<file path="config.mk">
export PLATFORM = sky130hd
export DESIGN_NAME = crt_timing_gen
export DESIGN_NICKNAME = d
export VERILOG_FILES = /design/src/rtl/crt_tg_pkg.sv /design/src/rtl/crt_axis_cnt.sv /design/src/rtl/crt_sync_win.sv /design/src/rtl/crt_timing_gen.sv
export SDC_FILE = /design/constraint.sdc
export NUM_CORES = 1
export LEC_CHECK = 0
export BUFFER_PORTS_ARGS = -buffer_cell sky130_fd_sc_hd__buf_2
export CORE_MARGIN = 2
export CORE_UTILIZATION = 45
export DETAILED_ROUTE_END_ITERATION = 6
export PLACE_DENSITY = 0.62
export RECOVER_POWER = 50
export SKIP_LAST_GASP = 1
export SYNTH_ARGS = -nofsm -noshare
export SYNTH_HDL_FRONTEND = slang
export SYNTH_SLANG_ARGS = --single-unit
export TNS_END_PERCENT = 1
</file>
<file path="constraint.sdc">
create_clock -name clk -period 8 [get_ports clk]
set_clock_uncertainty 0.1 [all_clocks]
set_input_delay 2 -clock clk [delete_from_list [all_inputs] [get_ports clk]]
set_output_delay 2 -clock clk [all_outputs]
set_load 0.01 [all_outputs]
</file>
<file path="src/rtl/crt_tg_pkg.sv">
package crt_tg_pkg;
   localparam int CHAR_PX    = 8;
   localparam int H_TOT_BIAS = 5;
   localparam int V_TOT_BIAS = 2;
   localparam int LAST_BIAS  = 1;

   // reset mode, pixel and line units
   localparam int M_XRES   = 640;
   localparam int M_HFRONT = 16;
   localparam int M_HPULSE = 96;
   localparam int M_HBACK  = 48;
   localparam int M_YRES   = 480;
   localparam int M_VFRONT = 10;
   localparam int M_VPULSE = 2;
   localparam int M_VBACK  = 33;

   function automatic int chars(input int px);
      return px / CHAR_PX;
   endfunction

   localparam int DEF_HTOT = chars(M_XRES + M_HFRONT + M_HPULSE + M_HBACK) - H_TOT_BIAS;
   localparam int DEF_HDE  = chars(M_XRES) - LAST_BIAS;
   localparam int DEF_HSS  = chars(M_XRES + M_HFRONT);
   localparam int DEF_HSE  = chars(M_XRES + M_HFRONT + M_HPULSE);
   localparam int DEF_VTOT = M_YRES + M_VFRONT + M_VPULSE + M_VBACK - V_TOT_BIAS;
   localparam int DEF_VDE  = M_YRES - LAST_BIAS;
   localparam int DEF_VSS  = M_YRES + M_VFRONT - LAST_BIAS;
   localparam int DEF_VSE  = M_YRES + M_VFRONT + M_VPULSE - LAST_BIAS;
endpackage

</file>
<file path="src/rtl/crt_axis_cnt.sv">
module crt_axis_cnt #(
   parameter int CW   = 9,
   parameter int FW   = 8,
   parameter int BIAS = 5
) (
   input  logic          clk,
   input  logic          rst_n,
   input  logic          clr,
   input  logic          adv,
   input  logic [FW-1:0] tot_f,
   output logic [CW-1:0] cnt,
   output logic          last
);
   localparam int OFS = BIAS - 1;

   generate
      if (FW >= CW) begin : g_bad_width
         $error("counter must be wider than its total field");
      end
      if (BIAS < 1) begin : g_bad_bias
         $error("total bias must be at least one");
      end
   endgenerate

   logic [CW-1:0] last_val;
   assign last_val = CW'(tot_f) + CW'(OFS);
   assign last     = (cnt == last_val);

   always_ff @(posedge clk or negedge rst_n) begin
      if (!rst_n)      cnt <= '0;
      else if (clr)    cnt <= '0;
      else if (adv)    cnt <= last ? '0 : cnt + 1'b1;
   end


   wrap_to_zero_chk: assert property (@(posedge clk) disable iff (!rst_n)
      (adv && last) |=> (cnt == '0));

   hold_when_idle_chk: assert property (@(posedge clk) disable iff (!rst_n)
      (!adv && !clr) |=> $stable(cnt));

   in_range_chk: assert property (@(posedge clk) disable iff (!rst_n)
      cnt <= last_val);
endmodule

</file>
<file path="src/rtl/crt_sync_win.sv">
module crt_sync_win #(
   parameter int CW         = 9,
   parameter int SW         = 8,
   parameter int EW         = 5,
   parameter int START_BIAS = 0,
   parameter int END_BIAS   = 0
) (
   input  logic          clk,
   input  logic          rst_n,
   input  logic          clr,
   input  logic          step,
   input  logic [CW-1:0] cnt,
   input  logic [SW-1:0] start_f,
   input  logic [EW-1:0] end_f,
   output logic          sync
);
   generate
      if (EW > CW || SW >= CW) begin : g_bad_width
         $error("sync field wider than its counter");
      end
   endgenerate

   logic [CW-1:0] start_val;
   logic [EW-1:0] end_val;
   logic          start_hit, end_hit, act;

   assign start_val = CW'(start_f) + CW'(START_BIAS);

   generate
      if (END_BIAS == 0) begin : g_end_raw
         assign end_val = end_f;
      end else begin : g_end_bias
         assign end_val = end_f + EW'(END_BIAS);
      end
   endgenerate

   assign start_hit = (cnt == start_val);
   assign end_hit   = (cnt[EW-1:0] == end_val);
   assign sync      = start_hit | (act & ~end_hit);

   always_ff @(posedge clk or negedge rst_n) begin
      if (!rst_n)     act <= 1'b0;
      else if (clr)   act <= 1'b0;
      else if (step)  act <= sync;
   end


   rise_at_start_chk: assert property (@(posedge clk) disable iff (!rst_n)
      $rose(sync) |-> (cnt == start_val));

   fall_on_low_bits_chk: assert property (@(posedge clk) disable iff (!rst_n)
      ($fell(sync) && !$past(clr)) |-> (cnt[EW-1:0] == end_val));
endmodule

</file>
<file path="src/rtl/crt_timing_gen.sv">
module crt_timing_gen
   import crt_tg_pkg::*;
#(
   parameter int HF_W     = 8,
   parameter int VF_W     = 12,
   parameter int HSE_W    = 5,
   parameter int VSE_W    = 4,
   parameter int RST_HTOT = DEF_HTOT,
   parameter int RST_HDE  = DEF_HDE,
   parameter int RST_HSS  = DEF_HSS,
   parameter int RST_HSE  = DEF_HSE,
   parameter int RST_VTOT = DEF_VTOT,
   parameter int RST_VDE  = DEF_VDE,
   parameter int RST_VSS  = DEF_VSS,
   parameter int RST_VSE  = DEF_VSE
) (
   input  logic             clk,
   input  logic             rst_n,
   input  logic             cfg_load,
   input  logic [HF_W-1:0]  cfg_htot,
   input  logic [HF_W-1:0]  cfg_hde,
   input  logic [HF_W-1:0]  cfg_hss,
   input  logic [HSE_W-1:0] cfg_hse,
   input  logic [VF_W-1:0]  cfg_vtot,
   input  logic [VF_W-1:0]  cfg_vde,
   input  logic [VF_W-1:0]  cfg_vss,
   input  logic [VSE_W-1:0] cfg_vse,
   output logic [HF_W:0]    h_count,
   output logic [VF_W:0]    v_count,
   output logic             hsync,
   output logic             vsync,
   output logic             disp_en,
   output logic             frame_start
);
   localparam int HC_W = HF_W + 1;
   localparam int VC_W = VF_W + 1;

   generate
      if (RST_HTOT >= (1 << HF_W) || RST_VTOT >= (1 << VF_W)) begin : g_bad_rst
         $error("reset totals do not fit their fields");
      end
   endgenerate

   logic [HF_W-1:0]  htot_q, hde_q, hss_q;
   logic [HSE_W-1:0] hse_q;
   logic [VF_W-1:0]  vtot_q, vde_q, vss_q;
   logic [VSE_W-1:0] vse_q;
   logic             h_last, v_last;

   always_ff @(posedge clk or negedge rst_n) begin
      if (!rst_n) begin
         htot_q <= HF_W'(RST_HTOT);
         hde_q  <= HF_W'(RST_HDE);
         hss_q  <= HF_W'(RST_HSS);
         hse_q  <= HSE_W'(RST_HSE);
         vtot_q <= VF_W'(RST_VTOT);
         vde_q  <= VF_W'(RST_VDE);
         vss_q  <= VF_W'(RST_VSS);
         vse_q  <= VSE_W'(RST_VSE);
      end else if (cfg_load) begin
         htot_q <= cfg_htot;
         hde_q  <= cfg_hde;
         hss_q  <= cfg_hss;
         hse_q  <= cfg_hse;
         vtot_q <= cfg_vtot;
         vde_q  <= cfg_vde;
         vss_q  <= cfg_vss;
         vse_q  <= cfg_vse;
      end
   end

   crt_axis_cnt #(.CW(HC_W), .FW(HF_W), .BIAS(H_TOT_BIAS)) u_hcnt (
      .clk(clk), .rst_n(rst_n), .clr(cfg_load), .adv(1'b1),
      .tot_f(htot_q), .cnt(h_count), .last(h_last));

   crt_axis_cnt #(.CW(VC_W), .FW(VF_W), .BIAS(V_TOT_BIAS)) u_vcnt (
      .clk(clk), .rst_n(rst_n), .clr(cfg_load), .adv(h_last),
      .tot_f(vtot_q), .cnt(v_count), .last(v_last));

   crt_sync_win #(.CW(HC_W), .SW(HF_W), .EW(HSE_W),
                  .START_BIAS(0), .END_BIAS(0)) u_hsync (
      .clk(clk), .rst_n(rst_n), .clr(cfg_load), .step(1'b1),
      .cnt(h_count), .start_f(hss_q), .end_f(hse_q), .sync(hsync));

   crt_sync_win #(.CW(VC_W), .SW(VF_W), .EW(VSE_W),
                  .START_BIAS(LAST_BIAS), .END_BIAS(LAST_BIAS)) u_vsync (
      .clk(clk), .rst_n(rst_n), .clr(cfg_load), .step(h_last),
      .cnt(v_count), .start_f(vss_q), .end_f(vse_q), .sync(vsync));

   assign disp_en     = (h_count <= HC_W'(hde_q)) && (v_count <= VC_W'(vde_q));
   assign frame_start = (h_count == '0) && (v_count == '0);


   load_restart_chk: assert property (@(posedge clk) disable iff (!rst_n)
      cfg_load |=> (h_count == '0 && v_count == '0));

   sof_single_cycle_chk: assert property (@(posedge clk) disable iff (!rst_n)
      frame_start |=> !frame_start);

   frame_wrap_chk: assert property (@(posedge clk) disable iff (!rst_n)
      (h_last && v_last && !cfg_load) |=> frame_start);
endmodule

</file>
# [Word-level counts from Yosys, hierarchy flattened]
# Cells that the tools add are included.
[totals] ff_bits=93 latch_bits=0 ram_bits=0 romBits=0 in_bits=72 out_inout_bits=26 n_memories=0
[op_classes] add_sub_neg=6 mul=0 div=0 order_cmp=2 n_eq_ne=6 n_shift=0 muxes=8 n_bitwise=6 reduce_logical=5
[ops] operator="13-bit 2-to-1 mux" count=3
[ops] operator="12-bit by 1-bit adder with 13-bit output (second input constant)" count=2
[ops] operator="13-bit equality test" count=2
[ops] operator="9-bit 2-to-1 mux" count=2
[ops] operator="13-bit by 1-bit adder with 13-bit output (second input constant)" count=1
[ops] operator="13-bit by 12-bit <= comparator with 1-bit output" count=1
[ops] operator="13-bit zero test" count=1
[ops] operator="8-bit by 3-bit adder with 9-bit output (second input constant)" count=1
[ops] operator="9-bit by 1-bit adder with 9-bit output (second input constant)" count=1
[ops] operator="9-bit by 8-bit equality test with 1-bit output" count=1
[ops] operator="9-bit equality test" count=1
[ops] operator="9-bit by 8-bit <= comparator with 1-bit output" count=1
[ops] operator="9-bit zero test" count=1
[ops] operator="5-bit equality test" count=1
[ops] operator="4-bit by 1-bit adder with 4-bit output (second input constant)" count=1
[ops] operator="4-bit equality test" count=1
[ops] operator="1-bit 2-to-1 mux" count=3
[ops] operator="1-bit AND" count=2
[ops] operator="1-bit logical AND" count=2
[ops] operator="1-bit NOT" count=2
[ops] operator="1-bit OR" count=2
[ops] operator="2-bit nonzero test" count=1

# [Depth between registers and ports, before layout]
# Gate-level depths: netlist (run 1).
[depth] ltp_word=7 ltp_mapped=10

# [Cells and area by module]
# A second synthesis (run 1) with hierarchy kept.
[hier_totals] cells_unflattened=573 area_unflattened_um2=5906.9
[by_module_without_submodules] mod="crt_timing_gen" instances=1 cells_each=246 area_per_inst_um2=3116.7 seq_area_each_um2=1775.5
[by_module_without_submodules] mod="crt_axis_cnt at u_vcnt" instances=1 cells_each=145 area_per_inst_um2=1253.7 seq_area_each_um2=325.3
[by_module_without_submodules] mod="crt_axis_cnt at u_hcnt" instances=1 cells_each=77 area_per_inst_um2=723.2 seq_area_each_um2=225.2
[by_module_without_submodules] mod="crt_sync_win at u_vsync" instances=1 cells_each=80 area_per_inst_um2=606.8 seq_area_each_um2=25.0
[by_module_without_submodules] mod="crt_sync_win at u_hsync" instances=1 cells_each=25 area_per_inst_um2=206.4 seq_area_each_um2=25.0

# [Least setup slack after synthesis (run 1)]
# OpenSTA, ideal clock, no wires.
[synth_path] kind="register to output" startpoint="register vss_q[0]" endpoint="output port vsync" arrival_time_ns=2.093 required_time_ns=5.900 slack_ns=3.807 path_stages_with_launch=9 path_cell_list="dfstp_2 ha_1 and2_1 and2_1 nand3_1 xnor2_1 nand3_1 or4_1 o21ai_0"
[synth_between] elab_chain_cells=3
[synth_rtl] element="start: declaration" line="crt_timing_gen.sv:46" text="logic [VF_W-1:0] vtot_q, vde_q, vss_q;"
[synth_rtl] element="start signal: assignment" line="crt_timing_gen.sv:58" text="vss_q <= VF_W'(RST_VSS);"
[synth_rtl] element="start signal: assignment" line="crt_timing_gen.sv:67" text="vss_q <= cfg_vss;"
[synth_rtl] element="12-bit by 1-bit adder with 13-bit output" line="crt_sync_win.sv:27" text="assign start_val = CW'(start_f) + CW'(START_BIAS);"
[synth_rtl] element="13-bit equality test" line="crt_sync_win.sv:37" text="assign start_hit = (cnt == start_val);"
[synth_rtl] element="1-bit OR" line="crt_sync_win.sv:39" text="assign sync = start_hit | (act & ~end_hit);"
[synth_rtl] element="end: declaration" line="crt_timing_gen.sv:31" text="output logic vsync,"
# No other way between the ends.

# [Final worst setup path (run 1)]
# Ends and elaborated chain as after synthesis.

==> metrics.yaml, run 1 <==
placement:
  place_congestion: 0.854
  place_hpwl_um: 9380
  port_buffers: 97
  place_inst: 780
  dp_worst_setup_slack_ns: 3.57
logic_synthesis:
  synth_most_common_cell: "dfrtp_1"
  syn_avg_cell_area_um2: 10.2
  yosysWarnings: 0
  synth.largest_area_cell: "dfrtp_1"
  yosysTopAreaCellShare_pct: 23.9
  synth_edf_count: 0
  ys_ff_latch: 93
  netlist_area_um2: 5660
  synth_ff_type: "dfrtp_1"
  ys_top_cells_by_area: "dfrtp_1, dfstp_2, mux2_2, xnor2_1, ha_1"
  synth_common_cells: "dfrtp_1, mux2_2, xnor2_1"
  syn_nets: 653
  async_flop_share_pct: 100
  syn-instance-count: 553
  ys_types: 53
  ys_seq_area_share_pct: 42.0
die:
  core_area_um2: 12200
  die_x_um: 116
  io_pins: 98
  row_count: 40
  initial_core_util_pct: 46.5
  die_area_um2: 13500
  die_h_um: 116
outcome:
  status: "finished, violations left"
  violations: "max-capacitance violations, max-slew violations"
sta:
  worst_pin_slew_ns: 2.06
  finalSetupTns_ns: 0
  fin_hold_ws_ns: 0.391
  slew_headroom_pct: -37.2
  max_freq_mhz: 206
  finalMaxSlewViolations: 91
  finalWorstSetupSlack_ns: 3.14
  finalHoldViolCount: 0
  rsz0062_at_grt: "no"
  fin_crit_sh_pct: 60.8
  period_minus_slack_ns: 4.86
  setup_violations: 0
setup_path:
  worstPathArrival_ns: 2.76
  critPathCaptureType: "output port"
  required_ns: 5.90
  critical_path_class: "flop to output port"
  r2r_slack_ns: 4.64
  crit_fanout: 5
  worst_setup_path_start_kind: "flop"
route:
  routed_wl_um: 13300
  dr_total_vias: 4349
  final_antenna_net_count: 0
  dr.first_iter.drc_count: 261
  viasPerCell: 5.46
  drt_first_pass_iters: 4
  routedWlPerCell_um: 16.8
  drc: 0
clock_tree:
  ctsLongestPathBuffers: 2
  cts_hold_buffers: 0
  cts_resized: 0
  cts_buffers: 9
  worstSkewPairLatency_ns: 0.36
  cts.root.buffer_cell: "clkbuf_16"
  cts_sinks: 93
  htreeDepth: 3
  postCtsSetupBuffers: 0
  clk_pin_slew_ns: 0.06
  cts_tree: "done"
global_route:
  grt_pass1_vias: 4278
  track_usage_pct: 20.6
  grt_max_degree: 57
  grt.busiest_layer: "met2"
  use_met3_pct: 4.98
  grt-ovfl-total: 0
  met1_usage_pct: 28.3
  grt_pass1_wl_um: 21600
  antenna_found_initial: 0
  grtUsageMet2_pct: 32.9
final_layout:
  final_nets: 723
  syn2layout_area_growth_pct: 14.7
  antenna_cells: 0
  layout-drive-gt1-share_pct: 33.4
  finalNonFillerCells: 796
power:
  p_total_mw: 1.20
  p_per_area_nw_per_um2: 185
  leakagePower_nw: 2.92
  ir_worst_vdd_uv: 132
flow_run:
  drv_cap: 2
hold_path:
  min_path_type: "flop to flop"
==> flip-flops by register name, indices dropped and copies added (netlist names) <==
name and cells:
u_vsync.act 1, hse_q 5, vde_q 12, u_hcnt.cnt 9
vtot_q 12, hss_q 8, vss_q 12, hde_q 8
htot_q 8, u_hsync.act 1, vse_q 4, u_vcnt.cnt 13
==> path summary, 6_finish.rpt <==
path | from | end | cells after the start
worst min register to register | vde_q[6] | vde_q[6] | 2
worst max-delay path | vss_q[0] | vsync | 9
worst min-delay path | vde_q[6] | vde_q[6] | 2
max in group asynchronous | rst_n | u_vcnt.cnt[4] | 2
min in group asynchronous | rst_n | vtot_q[6] | 1
worst max register to register | vtot_q[0] | u_vcnt.cnt[0] | 8
==> kinds of logic after synthesis <==
logic type                 synth area share (%)
muxes                                      10.7
buffers and inverters                      5.17
adders and majority gates                  6.19
AOI/OAI and AO/OA                          10.7
DFF                                        42.0
xor gates and xnor gates                   9.75
and+or+nand+nor                            15.5
==> cell type report <==
type | instances | area [µm²]
multi-input cells | 396 | 2990
well taps | 168 | 210
clock buffers | 10 | 239
clock inverters | 6 | 86.3
fillers | 1122 | 5670
flip-flops and latches | 93 | 2380
inverters | 24 | 90.1
repair buffers | 99 | 498
==> placed cells by master (no fill, tap or decap), types with 9 or more instances in the layout <==
master / count
a21oi_1: 9
a22o_1: 12
and3_1: 13
buf_2: 95
clkbuf_16: 9
dfrtp_1: 54
dfstp_2: 39
ha_1: 28
inv_1: 24
mux2_2: 53
nand2_1: 34
nand3_1: 21
nand4_1: 13
nor2_1: 21
nor2b_1: 16
o21ai_0: 31
o31ai_1: 13
xnor2_1: 41
xor2_1: 22
==> through the flow <==
step	util [%]	cell area [µm²]
after floorplan	-	5660
after global placement	50.7	6170
after detailed placement	50.7	6170
after CTS	53.4	6500
after global routing	53.4	6490
final	53.4	6490
==> power by group <==
| group | switching (mW) | total, mW | internal, mW |
|---|---|---|---|
| sequential | 0.0385 | 0.559 | 0.521 |
| clock | 0.186 | 0.468 | 0.282 |
| combinational | 0.0841 | 0.176 | 0.0918 |
| total | 0.309 | 1.20 | 0.894 |
==> worst max-delay path, stage by stage, from the launching register on <==
cell     delay (ns)
dfstp_2        0.56
ha_1           0.16
and2_1         0.20
and2_1         0.18
nand3_1        0.10
xnor2_1        0.17
nand3_1        0.09
or4_1          0.50
o21ai_0        0.26
buf_2          0.19
==> layer usage <==
metal	share of wire, %	up-vias
met5	0	-
met4	1.5	0
met3	5.6	23
met2	46	107
met1	47	2117
li1	-	2102
Power figures use the tool's default switching activity.
==> run 2: changes to the inputs <==
--- a/config.mk
+++ b/config.mk
@@ -5,6 +5,7 @@
 export SDC_FILE = /design/constraint.sdc
 export NUM_CORES = 1
 export LEC_CHECK = 0
+export ABC_AREA = 1
 export BUFFER_PORTS_ARGS = -buffer_cell sky130_fd_sc_hd__buf_2
 export CORE_MARGIN = 2
 export CORE_UTILIZATION = 45
==> constraint.sdc (replaced) <==
create_clock -name clk -period 4.5 [get_ports clk]
set_clock_uncertainty 0.1 [all_clocks]
set_input_delay 1.125 -clock clk [delete_from_list [all_inputs] [get_ports clk]]
set_output_delay 1.125 -clock clk [all_outputs]
set_load 0.01 [all_outputs]
==> run 2 against run 1 <==
Compared with the run above: count of clock-buffer cells in the layout rose by 2; the flow still finishes with violations (max-capacitance violations, max-slew violations); synthesized cell count up 44%; final area increased by 5.3%.
==> metrics.yaml, run 2 <==
setup_path:
  r2r_cells: 12
  cp_num_buf_inv: 1
  worst_setup_path_start_kind: "flop"
  critical_path_class: "flop to output port"
  worstPathArrival_ns: 2.41
  cpPeakStageDelay_ns: 0.56
  cp_cell_sequence: "ha_1 -> nand2_1 -> nor2_1 -> nand3_1 -> o21ai_0 -> o31ai_1 -> nor2_1 -> nand3_1 -> nand2_1 -> buf_2"
  crit_fanout: 5
  required_ns: 3.27
  critPathCaptureType: "output port"
  worstSetupPathDepth: 10
  cp_top_family: "simple AND/OR/NAND/NOR gates"
  slowest_stage: "dfstp_2"
logic_synthesis:
  syn-instance-count: 796
  ys_types: 38
  ys_ff_latch: 93
  ys_top_cells_by_area: "dfrtp_1, dfstp_2, nand2_1, ha_1, inv_1"
  yosysTopAreaCellShare_pct: 22.9
  ys_seq_area_share_pct: 40.2
  synth_common_cells: "nand2_1, inv_1, nand3_1"
  yosysWarnings: 0
  synth_most_common_cell: "nand2_1"
  synth_ff_type: "dfrtp_1"
  async_flop_share_pct: 100
  synth_edf_count: 0
  synth.largest_area_cell: "dfrtp_1"
  netlist_area_um2: 5910
  syn_nets: 896
  syn_avg_cell_area_um2: 7.42
global_route:
  grt_pass1_vias: 5272
  grt.busiest_layer: "met2"
  track_usage_pct: 22.8
  met1_usage_pct: 30.9
  use_met3_pct: 3.23
  grt-ovfl-total: 0
  grt_pass1_wl_um: 25700
  grtUsageMet2_pct: 37.3
  antenna_found_initial: 0
  grt_max_degree: 66
clock_tree:
  cts_resized: 0
  cts_buffers: 9
  worstSkewPairLatency_ns: 0.35
  clk_pin_slew_ns: 0.07
  ctsLongestPathBuffers: 2
  cts_hold_buffers: 0
  cts_sinks: 93
  cts_tree: "done"
  cts.root.buffer_cell: "clkbuf_16"
  htreeDepth: 3
  postCtsSetupBuffers: 0
die:
  core_area_um2: 12700
  die_x_um: 119
  die_h_um: 119
  initial_core_util_pct: 46.4
  row_count: 41
  die_area_um2: 14100
  io_pins: 98
route:
  final_antenna_net_count: 0
  dr.first_iter.drc_count: 318
  drc: 0
  routed_wl_um: 15200
  drt_first_pass_iters: 5
  dr_total_vias: 5405
  viasPerCell: 5.12
  routedWlPerCell_um: 14.4
sta:
  worst_pin_slew_ns: 2.86
  period_minus_slack_ns: 3.64
  rsz0062_at_grt: "no"
  finalMaxSlewViolations: 117
  slew_headroom_pct: -90.8
  finalHoldViolCount: 0
  finalSetupTns_ns: 0
  fin_crit_sh_pct: 80.8
  max_freq_mhz: 275
  setup_violations: 0
placement:
  place_hpwl_um: 11200
  place_congestion: 0.918
  place_inst: 1040
  port_buffers: 97
final_layout:
  finalNonFillerCells: 1056
  final_nets: 979
  antenna_cells: 0
  largest_register_ffs: 13
  regMostFlops: "u_vcnt.cnt"
  layout_common_cells: "nand2_1, buf_2, inv_1"
  layout_commonest_cell: "nand2_1"
  syn2layout_area_growth_pct: 15.7
  layout-drive-gt1-share_pct: 18.9
hold_path:
  whs_path_depth: 2
  min_path_type: "flop to flop"
power:
  leakagePower_nw: 3.48
  ir_worst_vdd_uv: 172
  p_per_area_nw_per_um2: 314
outcome:
  status: "finished, violations left"
  violations: "max-capacitance violations, max-slew violations"
flow_run:
  drv_cap: 2
[run 2: changes by cell type in the layout (fill, tap and decap cells not counted), moves of 8 or more]
cell      delta
nand2_1    +224
inv_1       +62
mux2_2      -53
nand3_1     +39
nor2_1      +33
o21ai_0     +28
xnor2_1     -27
nor2b_1     -16
and3_1      -13
a22o_1      -12
nand3b_1    +10
o31ai_1      -9
xor2_1       +8
[run 2: worst min-delay path, delay by kind of cell, from the launching register on]
kind | cells | cell delay, ns
AND/OR/NAND/NOR | 2 | 0.09
flip-flops | 1 | 0.37
[run 2: logic make-up after synthesis]
family                   after synthesis  share of synthesized area [%]
AO/OA/AOI/OAI                         85                           7.84
flip-flops                            93                           40.2
buffers and inverters                119                           7.96
AND/OR/NAND/NOR                      427                           31.5
XOR/XNOR                              44                           6.52
adder cells (fa/ha/maj)               28                           5.93
[run 2: layout make-up]
cell class / instances / area [µm²]
Clock buffer: 12 / 236
Clock inverter: 4 / 97.6
Fill cell: 1287 / 5890
Inverter: 90 / 338
Multi-Input combinational cell: 584 / 3060
Sequential cell: 93 / 2380
Tap cell: 172 / 215
Timing Repair Buffer: 101 / 510
[run 2: power by group]
part | leakage [nW] | switching [mW] | internal [mW]
sequential | 1.11 | 0.0539 | 0.919
clock | 0.157 | 0.322 | 0.544
combinational | 2.22 | 0.186 | 0.120
total | 3.48 | 0.562 | 1.58
[run 2: worst paths after layout]
kind                                 from             to  slack (ns)
max in group asynchronous           rst_n       hde_q[2]        1.01
worst max-delay path             vss_q[0]          vsync        0.86
min in group asynchronous           rst_n       hss_q[2]        1.60
worst max register to register  vtot_q[0]  u_vcnt.cnt[7]        2.16
worst min register to register   hde_q[0]       hde_q[0]        0.37
worst min-delay path             hde_q[0]       hde_q[0]        0.37
[run 2: through the flow]
step / setup WS [ns] / power (mW) / hold slack, ns / area, µm² / utilization (%)
after floorplan: 1.62 / 1.18 / 0.346 / 5910 / -
after global placement: 1.37 / 1.29 / 0.361 / 6510 / 51.2
after detailed placement: 1.24 / 1.30 / 0.362 / 6510 / 51.2
after CTS: 0.859 / 2.17 / 0.373 / 6850 / 53.8
after global routing: 0.459 / 2.26 / 0.398 / 6840 / 53.7
final: 0.863 / 2.15 / 0.368 / 6840 / 53.7
[run 2: routing by layer]
metal  up-vias  part of all wire [%]
li1       2718                     -
met1      2529                    47
met2       141                    46
met3        17                   4.9
met4         0                   1.7
met5         -                     0
